## config.mk

```make
export PLATFORM = sky130hd
export DESIGN_NAME = bg_scrubber
export DESIGN_NICKNAME = d
export VERILOG_FILES = /design/src/rtl/bg_scrubber.sv
export SDC_FILE = /design/constraint.sdc
export NUM_CORES = 1
export LEC_CHECK = 0
export ABC_CLOCK_PERIOD_IN_PS = 10100
export BUFFER_PORTS_ARGS = -buffer_cell sky130_fd_sc_hd__buf_2
export CORE_MARGIN = 8
export CORE_UTILIZATION = 55
export DETAILED_ROUTE_END_ITERATION = 16
export GPL_TIMING_DRIVEN = 0
export MAX_ROUTING_LAYER = met4
export PLACE_DENSITY = 0.85
export SLEW_MARGIN = 10
export SYNTH_ARGS = -nofsm -noshare
export SYNTH_HDL_FRONTEND = slang
export SYNTH_SLANG_ARGS = --single-unit
```

## constraint.sdc

```tcl
create_clock -name clk -period 10.1 [get_ports clk]
set_clock_uncertainty 0.15 [all_clocks]
set_input_delay 2.02 -clock clk [delete_from_list [all_inputs] [get_ports clk]]
set_output_delay 2.02 -clock clk [all_outputs]
set_load 0.02 [all_outputs]
```

## src/rtl/bg_scrubber.sv

```systemverilog
module bg_scrubber #(
  parameter int NB   = 4,
  parameter int AW   = 8,
  parameter int IW   = 8,
  parameter int CNTW = 16
) (
  input  logic               clk,
  input  logic               rst_n,
  input  logic               cfg_enable,
  input  logic [IW-1:0]      cfg_interval,
  input  logic [AW-1:0]      cfg_start_addr,
  input  logic [AW-1:0]      cfg_end_addr,
  input  logic               cpu_req,
  input  logic               cpu_we,
  input  logic [AW-1:0]      cpu_addr,
  input  logic [13*NB-1:0]   cpu_wdata,
  output logic [13*NB-1:0]   cpu_rdata,
  output logic               mem_en,
  output logic               mem_we,
  output logic [AW-1:0]      mem_addr,
  output logic [13*NB-1:0]   mem_wdata,
  input  logic [13*NB-1:0]   mem_rdata,
  output logic [CNTW-1:0]    corr_cnt,
  output logic [CNTW-1:0]    uncorr_cnt,
  output logic [AW-1:0]      last_err_addr,
  output logic               pass_done
);
  localparam int CW = 13 * NB;

  typedef enum logic [2:0] {S_IDLE, S_WAIT, S_RD, S_CHK, S_WR} st_t;

  function automatic logic [12:0] enc13(input logic [7:0] d);
    logic [12:0] c;
    c = '0;
    c[3] = d[0]; c[5] = d[1]; c[6] = d[2]; c[7] = d[3];
    c[9] = d[4]; c[10] = d[5]; c[11] = d[6]; c[12] = d[7];
    c[1] = c[3] ^ c[5] ^ c[7] ^ c[9] ^ c[11];
    c[2] = c[3] ^ c[6] ^ c[7] ^ c[10] ^ c[11];
    c[4] = c[5] ^ c[6] ^ c[7] ^ c[12];
    c[8] = c[9] ^ c[10] ^ c[11] ^ c[12];
    c[0] = ^c[12:1];
    return c;
  endfunction

  function automatic logic [9:0] dec13(input logic [12:0] c);
    logic [3:0]  syn;
    logic [12:0] f;
    logic        sgl, dbl;
    syn = '0;
    for (int i = 1; i < 13; i++)
      if (c[i]) syn = syn ^ 4'(i);
    f   = c;
    sgl = 1'b0;
    dbl = 1'b0;
    if (^c) begin
      if (syn == 4'd0) f[0] = ~f[0];
      else if (syn > 4'd12) dbl = 1'b1;
      else
        for (int i = 1; i < 13; i++)
          if (syn == 4'(i)) f[i] = ~f[i];
      sgl = ~dbl;
    end else if (syn != 4'd0) begin
      dbl = 1'b1;
    end
    return {sgl, dbl, f[12], f[11], f[10], f[9], f[7], f[6], f[5], f[3]};
  endfunction

  st_t           st;
  logic [AW-1:0] addr;
  logic [IW-1:0] gap;
  logic [CW-1:0] fix_q;

  logic [NB-1:0] rd_single, rd_double;
  logic [CW-1:0] fix_word;

  for (genvar b = 0; b < NB; b++) begin : g_byte
    logic [9:0] dres;
    assign dres         = dec13(mem_rdata[b*13 +: 13]);
    assign rd_single[b] = dres[9];
    assign rd_double[b] = dres[8];
    assign fix_word[b*13 +: 13] = dres[8] ? mem_rdata[b*13 +: 13] : enc13(dres[7:0]);
  end

  logic any_fix, any_bad, cpu_hit, scrub_rd, scrub_wr;
  logic chk_end, wr_cancel, visit_end, at_end, gap_done;
  logic [AW-1:0] next_addr;

  assign any_fix   = |rd_single;
  assign any_bad   = |rd_double;
  assign cpu_hit   = cpu_req && cpu_we && (cpu_addr == addr);
  assign scrub_rd  = (st == S_RD) && cfg_enable && !cpu_req;
  assign scrub_wr  = (st == S_WR) && !cpu_req;
  assign chk_end   = (st == S_CHK) && (!any_fix || cpu_hit);
  assign wr_cancel = (st == S_WR) && cpu_hit;
  assign visit_end = chk_end || scrub_wr || wr_cancel;
  assign at_end    = addr >= cfg_end_addr;
  assign next_addr = at_end ? cfg_start_addr : AW'(addr + AW'(1));
  assign gap_done  = ((IW+1)'(gap) + (IW+1)'(1)) >= (IW+1)'(cfg_interval);
  assign pass_done = visit_end && at_end;

  assign mem_en    = cpu_req || scrub_rd || scrub_wr;
  assign mem_we    = cpu_req ? cpu_we : scrub_wr;
  assign mem_addr  = cpu_req ? cpu_addr : addr;
  assign mem_wdata = cpu_req ? cpu_wdata : fix_q;
  assign cpu_rdata = mem_rdata;

  always_ff @(posedge clk or negedge rst_n) begin
    if (!rst_n) begin
      st    <= S_IDLE;
      addr  <= '0;
      gap   <= '0;
      fix_q <= '0;
    end else begin
      unique case (st)
        S_IDLE: begin
          addr <= cfg_start_addr;
          if (cfg_enable) st <= S_RD;
        end
        S_WAIT: begin
          if (!cfg_enable) st <= S_IDLE;
          else if (gap_done) st <= S_RD;
          else gap <= gap + IW'(1);
        end
        S_RD: begin
          if (!cfg_enable) st <= S_IDLE;
          else if (!cpu_req) st <= S_CHK;
        end
        S_CHK: begin
          if (any_fix && !cpu_hit) begin
            fix_q <= fix_word;
            st    <= S_WR;
          end
        end
        S_WR: ;
        default: st <= S_IDLE;
      endcase
      if (visit_end) begin
        addr <= next_addr;
        gap  <= '0;
        if (!cfg_enable) st <= S_IDLE;
        else if (cfg_interval == '0) st <= S_RD;
        else st <= S_WAIT;
      end
    end
  end

  always_ff @(posedge clk or negedge rst_n) begin
    if (!rst_n) begin
      corr_cnt      <= '0;
      uncorr_cnt    <= '0;
      last_err_addr <= '0;
    end else if (st == S_CHK) begin
      if (any_fix && corr_cnt != '1) corr_cnt <= corr_cnt + CNTW'(1);
      if (any_bad) begin
        last_err_addr <= addr;
        if (uncorr_cnt != '1) uncorr_cnt <= uncorr_cnt + CNTW'(1);
      end
    end
  end

  a_r8_retry_same_addr: assert property (@(posedge clk) disable iff (!rst_n)
    (st == S_RD && cfg_enable && cpu_req) |=> (st == S_RD || st == S_IDLE) && $stable(addr));

  a_r3_clean_no_write: assert property (@(posedge clk) disable iff (!rst_n)
    (st == S_CHK && !any_fix) |=> st != S_WR);

  a_r9_hit_cancels: assert property (@(posedge clk) disable iff (!rst_n)
    (st == S_CHK && cpu_hit) |=> st != S_WR);

  a_r1_sequential: assert property (@(posedge clk) disable iff (!rst_n)
    (st != S_IDLE && $past(st) != S_IDLE && addr != $past(addr))
      |-> (addr == AW'($past(addr) + AW'(1)) || addr == cfg_start_addr));

  a_r4_cnt_on_check: assert property (@(posedge clk) disable iff (!rst_n)
    (uncorr_cnt != $past(uncorr_cnt)) |-> $past(st) == S_CHK);

  a_r10_finish_then_idle: assert property (@(posedge clk) disable iff (!rst_n)
    (st == S_WR && !cfg_enable && !cpu_req) |=> st == S_IDLE);

  a_r1_pass_single: assert property (@(posedge clk) disable iff (!rst_n)
    pass_done |=> !pass_done);
endmodule

```

==> key figures, run 1 <==
Run status
  – Run status: finished clean

Pwr
  – P_sw: 1.09 mW
  – Sw Share: about 44%
  – Clock network fraction of total power: between 15 and 20%
  – Cell-internal power: 1.36 mW
  – Power per cell area: 208 nW/µm²
  – Logic pwr share: 54.5%
  – PnR Total Power: approximately 2.5 mW
  – Leakage: 5.73 nW
  – Flop pwr share: between 20% and 30%
  – Max rail drop VDD: 0.000131 V

Final layout
  – Final net count: between 1000 and 1500
  – Post-route insts no fill: about 1500
  – Layout cells sized above 1: 37.3%
  – Commonest non-fill, non-tap cell in the layout: buf_2
  – Commonest non-fill, non-tap cells in the layout: 298 x buf_2, 120 x xnor2_1, 115 x nand2_1, 111 x dfrtp_1, 72 x mux2_2
  – Area grow syn2layout: 21.7%

STA
  – Final worst path period need: 6.99 ns
  – RSZ-0062 raised after global routing: no
  – Slew Limit Fails: 0
  – Highest Clock Rate: 0.143 GHz
  – Final TNS setup: 0 ns
  – Final worst path period share: 69.2%
  – Fin. Hold Viols: 0
  – Rel. slew slack: 41.4%
  – Setup Viol. Count Final: 0
  – Worst-Margin Slew: ~0.9 ns

Route
  – Via count of the routed design: 8633
  – Post-DR wirelength/cell: 18.4 µm
  – Vias per cell: 5.58
  – DRC: 0
  – DRT Wirelength: 28400 µm
  – Post-route ant nets: 0
  – DRT Pass-1 Iters: 5
  – DRT iter0 DRCs: 406

Clocking
  – CTS tree: built
  – Setup Buffers After CTS: 0
  – # hold bufs at CTS: 0
  – Clock transition at the registers of the reported paths: 0.09 ns
  – CTS resizes: 0
  – Cts bufs inserted: 9
  – Later-pin clock latency in the skew report: 0.36 ns
  – Buffer levels on the longest clock path: 2
  – Clock Sinks: 111
  – CTS root buffer: clkbuf_16
  – H-tree Lvls: 3

Worst setup path
  – CP Cell Sequence: clkbuf_1, xnor3_1, xnor2_1, buf_2, nor2_1, nor3_2, a21boi_1, o21a_1, nor2_1, buf_2
  – RR Endpoint: addr[3]
  – Worst path top cell family by delay: buffers and inverters
  – Crit start category: input port
  – Worst R2R Setup Slack: 6.67 ns
  – Crit-path max FO: 10
  – CP bufs+invs: 3
  – Worst r2r src: addr[0]
  – Req. time, crit path: 7.93 ns
  – R2R depth: 12
  – CP Capture Type: output port
  – Arr. time, crit path: 4.82 ns
  – CP max stage cell: nor3_2
  – CP Class: in2out
  – Crit-path max cell delay: 0.52 ns

Yosys
  – Synth Flop Type: dfrtp_1
  – Synth top area cells: dfrtp_1 29%, xnor2_1 11%, mux2_2 8.4%, buf_4 4.6%, nand2_1 4.5%
  – Asr flop ratio synth: 100%
  – Post-synth top area cell: dfrtp_1
  – Mapped Nets: 1173
  – Syn_area_per_cell: roughly 9.6 µm²
  – Cells after synthesis: 1012
  – Post-synth EDFFs: 0
  – Unique masters post-synth: 80
  – Netlist Area Pre-Place: 9690 µm²
  – Synth warn: 0
  – Sequential area share after synthesis: 28.7%
  – Yosys reg bits: approximately 110
  – Synth top area share: 28.7%

Placed design
  – Cell total after placement: approximately 1500
  – Hpwl dp: 23000 µm
  – Routability Congestion: between 0.9 and 1
  – Port buffer count: roughly 290

Global routing
  – Vias in the first global route: slightly below 9000
  – Antenna violations before repair: 2
  – Overall Global Routing Usage: 25.8%
  – First-pass GRT wire length: 45000 µm
  – Grt ovf: 0
  – Largest net degree at the start of global routing: 76

Floorplanning
  – Die width: 149 µm
  – Boundary Pins: 296
  – Core Region: 17200 µm²
  – Die height: approximately 150 µm
  – Initial core utilization: 56.2%
  – Rows: 48
  – Die area: around 22000 µm²

Min path
  – Hold Crit Endpoint: fix_q[22]
  – Worst hold path startpoint: fix_q[22]
  – Hold depth: 2
  – Worst Hold Class: reg2reg

Job
  – Max-Cap Viols: 0
[tightest hold or removal path, delay by kind of cell, from the launching register on]
family / cells / cell delay (ns)
AOI/OAI and AO/OA: 1 / 0.06
DFF: 1 / 0.35
and+or+nand+nor: 1 / 0.05
[cells in the mapped netlist, types with 3 or more instances]
| cell type | instances |
|---|---|
| o21a_1 | 8 |
| o31ai_1 | 4 |
| or4_1 | 5 |
| xor2_2 | 5 |
| clkbuf_1 | 20 |
| o221ai_1 | 7 |
| xor3_1 | 4 |
| xnor2_4 | 3 |
| and2_1 | 5 |
| and3_1 | 8 |
| or3_1 | 3 |
| nor2b_1 | 4 |
| xnor2_2 | 13 |
| nor2_1 | 43 |
| xor2_1 | 39 |
| nand3_1 | 38 |
| dfrtp_1 | 111 |
| ha_1 | 20 |
| buf_2 | 10 |
| mux2i_1 | 22 |
| nand4_1 | 17 |
| nor4_1 | 6 |
| xnor2_1 | 120 |
| nor3b_1 | 3 |
| o211ai_1 | 13 |
| nand3b_1 | 3 |
| buf_4 | 59 |
| a31oi_1 | 6 |
| nand2b_1 | 10 |
| or2_1 | 3 |
| o21ai_0 | 47 |
| nand2_1 | 115 |
| a21oi_1 | 22 |
| nor3_1 | 17 |
| a211oi_1 | 16 |
| xnor3_2 | 3 |
| inv_1 | 28 |
| a21o_1 | 9 |
| xnor3_1 | 15 |
| a221o_1 | 3 |
| mux2_2 | 72 |
| o21ai_1 | 12 |
[kinds of logic after synthesis]
family / synth area share, %
compound gates: 12.9
flops: 28.7
mux: 10.9
fa+ha+maj: 2.58
buf+inv: 7.03
simple gates: 14.3
xor+xnor: 23.7
[stage by stage]
| stage | utilization (%) | worst slack (ns) | hold slack (ns) | area [µm²] |
|---|---|---|---|---|
| 2_1_floorplan | - | 3.75 | 0.292 | 9690 |
| 3_3_place_gp | 66.3 | 3.14 | 0.307 | 11400 |
| 3_5_place_dp | 66.5 | 3.14 | 0.316 | 11500 |
| 4_1_cts | 68.4 | 3.11 | 0.335 | 11800 |
| 5_1_grt | 68.4 | 2.84 | 0.354 | 11800 |
| 6_report | 68.5 | 3.11 | 0.331 | 11800 |
[final cells by class]
class / instances / area, µm²
Antenna cell: 3 / 7.51
Fill cell: 1369 / 5440
Inverter: 28 / 105
Multi-Input combinational cell: 782 / 6230
Sequential cell: 111 / 2780
Timing Repair Buffer: 290 / 1480
Clock buffer: 10 / 239
Tap cell: 225 / 282
Buffer: 91 / 577
Clock inverter: 6 / 98.8
[per-layer routing]
layer	vias to the layer above	global-route usage [%]	share of wire, %	routed length, µm
li1	4126	-	-	-
met1	4130	30.3	41	11600
met2	347	44.9	51	14400
met3	30	4.58	7.3	2070
met4	0	6.61	1.4	403
met5	-	-	0	0
[power groups by stage]
stage | clock, mW | combinational [mW] | sequential, mW
4_1_cts | 0.402 | 1.34 | 0.716
6_report | 0.399 | 1.34 | 0.719
5_1_grt | 0.421 | 1.46 | 0.736
3_5_place_dp | 0 | 1.33 | 0.724
3_3_place_gp | 0 | 1.29 | 0.719
2_1_floorplan | 0 | 0.952 | 0.713
[how the worst max path moves through the flow]
stage,slack (ns),cells past startpoint,from,end
finish,3.11,10,mem_rdata[51],pass_done
global route,2.84,10,mem_rdata[51],pass_done
CTS,3.11,10,mem_rdata[51],pass_done
detailed placement,3.14,10,mem_rdata[51],pass_done
global placement,3.14,10,mem_rdata[51],pass_done
floorplan,3.75,9,mem_rdata[38],pass_done
[state kept, by name, indices dropped and copies added, names as in the netlist]
signal,cells
fix_q,52
gap,8
st,3
addr,8
uncorr_cnt,16
corr_cnt,16
last_err_addr,8
Power figures use the tool's default switching activity.
==> run 2, diff against run 1 <==
Settings changed: ABC_CLOCK_PERIOD_IN_PS 10100 to 6410, CORE_UTILIZATION 55 to 48, PLACE_DENSITY 0.85 to 0.78.
Clock period 10.1 ns to 6.41 ns, I/O delays scaled along.
==> run 2 against run 1 <==
Against the previous run: final area is 0.28% higher; critical endpoint unchanged; largest cell class unchanged; via count is 1.9% lower; flip-flop and latch count stayed put.
==> key figures, run 2 (synthesized netlist as in run 1, its figures left out) <==
Worst setup path
  – CP Class: in2out
  – Req. time, crit path: between 4 and 5 ns
  – Arr. time, crit path: 4.07 ns
  – Crit-path max FO: 10
  – CP Capture Type: output port
  – Crit start category: input port

Global routing
  – Antenna violations before repair: 1
  – Overall Global Routing Usage: 22.8%
  – Grt ovf: 0
  – Largest net degree at the start of global routing: 59
  – Vias in the first global route: 8547
  – First-pass GRT wire length: 43700 µm

Pwr
  – Sw Share: 44.9%
  – Max rail drop VDD: 0.000141 V
  – Flop pwr share: 29.4%
  – PnR Total Power: 3.81 mW
  – Cell-internal power: approximately 2.1 mW
  – Clock network fraction of total power: 15.6%
  – Power per cell area: between 300 and 400 nW/µm²
  – P_sw: between 1.5 and 2 mW
  – Leakage: 5.72 nW
  – Logic pwr share: between 50% and 60%

Placed design
  – DP Area: 11500 µm²
  – Placement Setup Slack: 0.912 ns
  – Routability Congestion: approximately 0.91
  – Hpwl dp: 23000 µm
  – Port buffer count: ~290

Route
  – DRT iter0 DRCs: 458
  – DRC: 0
  – DRT Wirelength: roughly 28000 µm
  – DRT Pass-1 Iters: 5
  – Post-route ant nets: 0
  – Via count of the routed design: 8468
  – Vias per cell: about 5.3
  – Post-DR wirelength/cell: ~18 µm

Clocking
  – Clock Sinks: between 100 and 150
  – Setup Buffers After CTS: 0
  – Cts bufs inserted: 9
  – CTS tree: built
  – CTS root buffer: clkbuf_16
  – Clock transition at the registers of the reported paths: 0.08 ns
  – Later-pin clock latency in the skew report: 0.37 ns
  – # hold bufs at CTS: 0
  – CTS resizes: 0
  – H-tree Lvls: 3
  – Buffer levels on the longest clock path: 2

STA
  – Final worst path period share: 85.8%
  – Rel. slew slack: 41.6%
  – Worst-Margin Slew: 0.866 ns
  – Fin worst setup slack: 0.912 ns
  – Final worst path period need: 5.50 ns
  – Setup Viol. Count Final: 0
  – Slew Limit Fails: 0
  – Fin. Hold Viols: 0
  – Final TNS setup: 0 ns
  – RSZ-0062 raised after global routing: no
  – Highest Clock Rate: 0.182 GHz

Floorplanning
  – Die height: 158 µm
  – Rows: 52
  – Initial core utilization: between 40% and 50%
  – Boundary Pins: between 200 and 300
  – Die width: 158 µm
  – Core Region: 20000 µm²
  – Die area: between 20000 and 25000 µm²

Final layout
  – Area grow syn2layout: 22.1%
  – Final net count: 1474
  – Commonest non-fill, non-tap cell in the layout: buf_2
  – Layout cells sized above 1: a little under two fifths
  – Largest registers: fix_q x52, corr_cnt x16, uncorr_cnt x16
  – Design area: approximately 12000 µm²
  – Max reg flops: 52
  – Commonest non-fill, non-tap cells in the layout: 298 x buf_2, 120 x xnor2_1, 115 x nand2_1, 111 x dfrtp_1, 72 x mux2_2
  – Largest register by flop count: fix_q

Min path
  – Worst Hold Class: reg2reg

Run status
  – Run status: finished clean

Job
  – Max-Cap Viols: 0
run 2: power by group through the flow:
stage,clock (mW),combinational (mW),sequential [mW]
after floorplan,0,1.50,1.12
after detailed placement,0,2.10,1.14
after global placement,0,2.05,1.13
final,0.596,2.10,1.12
after global routing,0.638,2.30,1.16
after CTS,0.608,2.11,1.12
run 2: metal layers:
metal  global-route usage, %  share of wire [%]
met4                    6.60                1.3
met1                    27.6                 43
met2                    39.4                 50
met5                       -                  0
met3                    2.62                6.4
run 2: stage by stage:
stage | std cells | hold slack (ns) | utilization [%]
4_1_cts | 1588 | 0.337 | 59.0
2_1_floorplan | 1012 | 0.292 | -
6_report | 1590 | 0.331 | 59.0
5_1_grt | 1589 | 0.348 | 59.0
3_5_place_dp | 1572 | 0.317 | 57.4
3_3_place_gp | 1571 | 0.311 | 57.3
run 2: final cells by class:
| cell class | count | area [µm²] |
|---|---|---|
| fill | 1802 | 8210 |
| timing repair buffer | 290 | 1480 |
| multi-input combinational | 782 | 6230 |
| sequential | 111 | 2780 |
| inverter | 28 | 105 |
| buffer | 91 | 577 |
| clock inverter | 7 | 91.3 |
| clock buffer | 9 | 225 |
| tap | 270 | 338 |
| antenna | 2 | 5.00 |
run 2: final timing paths:
kind,start,endpoint,slack [ns],cells after the start
min reg2reg,fix_q[39],fix_q[39],0.33,2
max reg2reg,addr[0],addr[3],3.06,12
max,mem_rdata[51],pass_done,0.91,10
min,fix_q[39],fix_q[39],0.33,2
max in group asynchronous,rst_n,fix_q[36],4.72,2
min in group asynchronous,rst_n,uncorr_cnt[4],0.70,1
run 2: critical path, cell delays in order:
cell,delay (ns)
clkbuf_1,0.34
xnor3_1,0.30
xnor2_1,0.39
buf_2,0.31
nor2_1,0.11
nor3_2,0.55
a21boi_1,0.18
o21a_1,0.27
nor2_1,0.13
buf_2,0.19
==> run 3, diff against run 2 <==
Settings changed: ABC_AREA from default to 1, CORE_UTILIZATION 48 to 49, PLACE_DENSITY 0.78 to 0.79, REMOVE_ABC_BUFFERS from default to 1.
==> run 3 against run 2 <==
Against the previous run: critical path depth did not move; final area increased by 0.53%; core utilization decreased by 1.9 points; synthesized cell count rose by 63%; sequential share of layout area is 0.12 points lower; register-to-register slack worse by 0.10 ns; global-route usage down 0.68 points; sequential power about the same; critical path type unchanged; clock power decreased by 3%.
==> key figures, run 3 <==
Run status
  – Run status: finished clean

Job
  – Max-Cap Viols: 0

Final layout
  – Ant. Diodes: 0
  – Layout cells sized above 1: 21.3%
  – Area grow syn2layout: 15.2%
  – Commonest non-fill, non-tap cells in the layout: 698 x nand2_1, 293 x buf_2, 173 x inv_1, 124 x nand3_1, 111 x dfrtp_1
  – Largest registers: fix_q x52, corr_cnt x16, uncorr_cnt x16
  – Commonest non-fill, non-tap cell in the layout: nand2_1
  – Largest register by flop count: fix_q
  – Max reg flops: 52
  – Final net count: around 2000
  – Design area: roughly 12000 µm²

Clocking
  – Clock Sinks: roughly 110
  – CTS tree: built
  – Cts bufs inserted: 9
  – H-tree Lvls: 3
  – Buffer levels on the longest clock path: 2
  – Setup Buffers After CTS: 0
  – CTS resizes: 0
  – # hold bufs at CTS: 0
  – Later-pin clock latency in the skew report: between 0.3 and 0.4 ns
  – Clock transition at the registers of the reported paths: 0.09 ns
  – CTS root buffer: clkbuf_16

Floorplanning
  – Die width: 161 µm
  – Rows: 53
  – Die area: 26000 µm²
  – Core Region: approximately 21000 µm²
  – Die height: 161 µm
  – Initial core utilization: 49.6%
  – Boundary Pins: 296

Placed design
  – Port buffer count: approximately 300
  – Routability Congestion: around 0.95
  – Hpwl dp: 23100 µm
  – DP Area: 11600 µm²

Yosys
  – Largest family of logic cells by synthesized area: simple AND/OR/NAND/NOR gates
  – Post-synth EDFFs: 0
  – Netlist Area Pre-Place: around 10000 µm²
  – Cells after synthesis: 1653
  – Post-synth top cells: 698 x nand2_1, 173 x inv_1, 124 x nand3_1, 111 x dfrtp_1, 71 x o21ai_0
  – Yosys reg bits: roughly 110
  – Unique masters post-synth: 48
  – Synth warn: 0
  – Post-Synth XOR/XNOR Area: under 10%
  – Post-Synth Adder-Cell Area: about 2.4%
  – Syn_area_per_cell: 6.25 µm²
  – Asr flop ratio synth: 100%
  – Sequential area share after synthesis: between 20% and 30%
  – Synth Flop Type: dfrtp_1
  – Top-count cell post-synth: nand2_1
  – Synth top area cells: dfrtp_1 27%, nand2_1 25%, inv_1 6.3%, nand3_1 6.0%, xor2_1 4.8%
  – Synth top area share: between 20% and 30%
  – Mux cell area share after synthesis: 0%
  – Post-synth top area cell: dfrtp_1
  – Compound-gate portion of the synthesized area: 9.79%
  – Simple-Gate Fraction of Synth Area: 40.3%

Global routing
  – Grt ovf: 0
  – Largest net degree at the start of global routing: 96
  – Antenna violations before repair: 0
  – Overall Global Routing Usage: about 22%
  – Vias in the first global route: 10400
  – First-pass GRT wire length: between 40000 and 50000 µm

STA
  – Final worst path period share: 83.5%
  – Worst-Margin Slew: about 1.2 ns
  – Rel. slew slack: approximately 23%
  – Final TNS setup: 0 ns
  – Final worst path period need: 5.35 ns
  – RSZ-0062 raised after global routing: no
  – Fin. Hold Viols: 0
  – Highest Clock Rate: 0.187 GHz
  – Slew Limit Fails: 0
  – Setup Viol. Count Final: 0

Worst setup path
  – Crit start category: input port
  – CP Capture Type: output port
  – Arr. time, crit path: 3.92 ns
  – Req. time, crit path: 4.98 ns
  – R2R depth: 13
  – Crit-path max FO: 95
  – CP Class: in2out

Route
  – DRT iter0 DRCs: between 600 and 700
  – Vias per cell: 5.01
  – Post-route ant nets: 0
  – Via count of the routed design: 10800
  – Post-DR wirelength/cell: 13.2 µm
  – DRT Wirelength: 28600 µm
  – DRC: 0
  – DRT Pass-1 Iters: 5

Pwr
  – Max rail drop VDD: ~0.00014 V
  – Leakage: 6.89 nW
  – Power per cell area: 302 nW/µm²

Min path
  – Hold depth: 2
  – Worst Hold Class: reg2reg
-- run 3: changes by cell type in the layout (fill, tap and decap cells not counted), moves of 22 or more --
cell,previous run,this run
nand2_2,0,31
nand2_1,115,698
xnor2_1,120,34
buf_4,59,1
o21ai_0,47,71
mux2_2,72,0
inv_1,28,173
nand3_1,38,124
mux2i_1,22,0
-- run 3: cell families (layout without fill, tap and decap cells) --
family,after synthesis,after routing
buf+inv,273,503
flops,111,111
compound gates,173,173
xor+xnor,92,92
fa+ha+maj,20,20
simple gates,984,984
-- run 3: through the flow --
step	setup slack, ns	util, %	hold slack, ns	power [mW]	cells
floorplan	2.05	-	0.292	2.42	1571
global placement	0.548	55.5	0.305	2.98	2141
detailed placement	1.06	55.7	0.310	3.03	2142
CTS	1.06	57.1	0.338	3.62	2158
global route	0.798	57.1	0.358	3.90	2158
finish	1.06	57.1	0.334	3.59	2158
-- run 3: layout make-up --
class,instances,area [µm²]
Sequential cell,111,2780
Tap cell,275,344
Multi-Input combinational cell,1269,6230
Inverter,191,722
Timing Repair Buffer,296,1510
Clock inverter,7,81.3
Fill cell,2024,8930
Clock buffer,9,225
-- run 3: power by group --
part | switching (mW) | internal, mW
combinational | 1.25 | 0.635
sequential | 0.167 | 0.959
clock | 0.297 | 0.280
total | 1.72 | 1.87
-- run 3: per-layer routing --
metal / up-vias / track usage [%] / share of wire, %
li1: 5616 / - / -
met3: 40 / 3.31 / 5.8
met4: 0 / 6.69 / 2.2
met2: 353 / 37.6 / 47
met1: 4805 / 26.7 / 45
met5: - / - / 0
-- run 3: worst paths after layout --
kind,end,slack [ns],from
max in group asynchronous,fix_q[50],4.75,rst_n
worst max-delay path,pass_done,1.06,cpu_req
min in group asynchronous,uncorr_cnt[4],0.66,rst_n
worst min register to register,fix_q[34],0.33,fix_q[34]
worst max register to register,fix_q[40],2.96,addr[3]
worst min-delay path,fix_q[34],0.33,fix_q[34]
-- run 3: critical path: stages --
cell     delay (ns)
buf_4          0.65
nand2_1        0.24
nor3_1         0.26
nand4_1        0.10
nor4_1         0.48
a21oi_1        0.22
o21ai_4        0.21
inv_4          0.12
nor2_1         0.14
buf_2          0.19
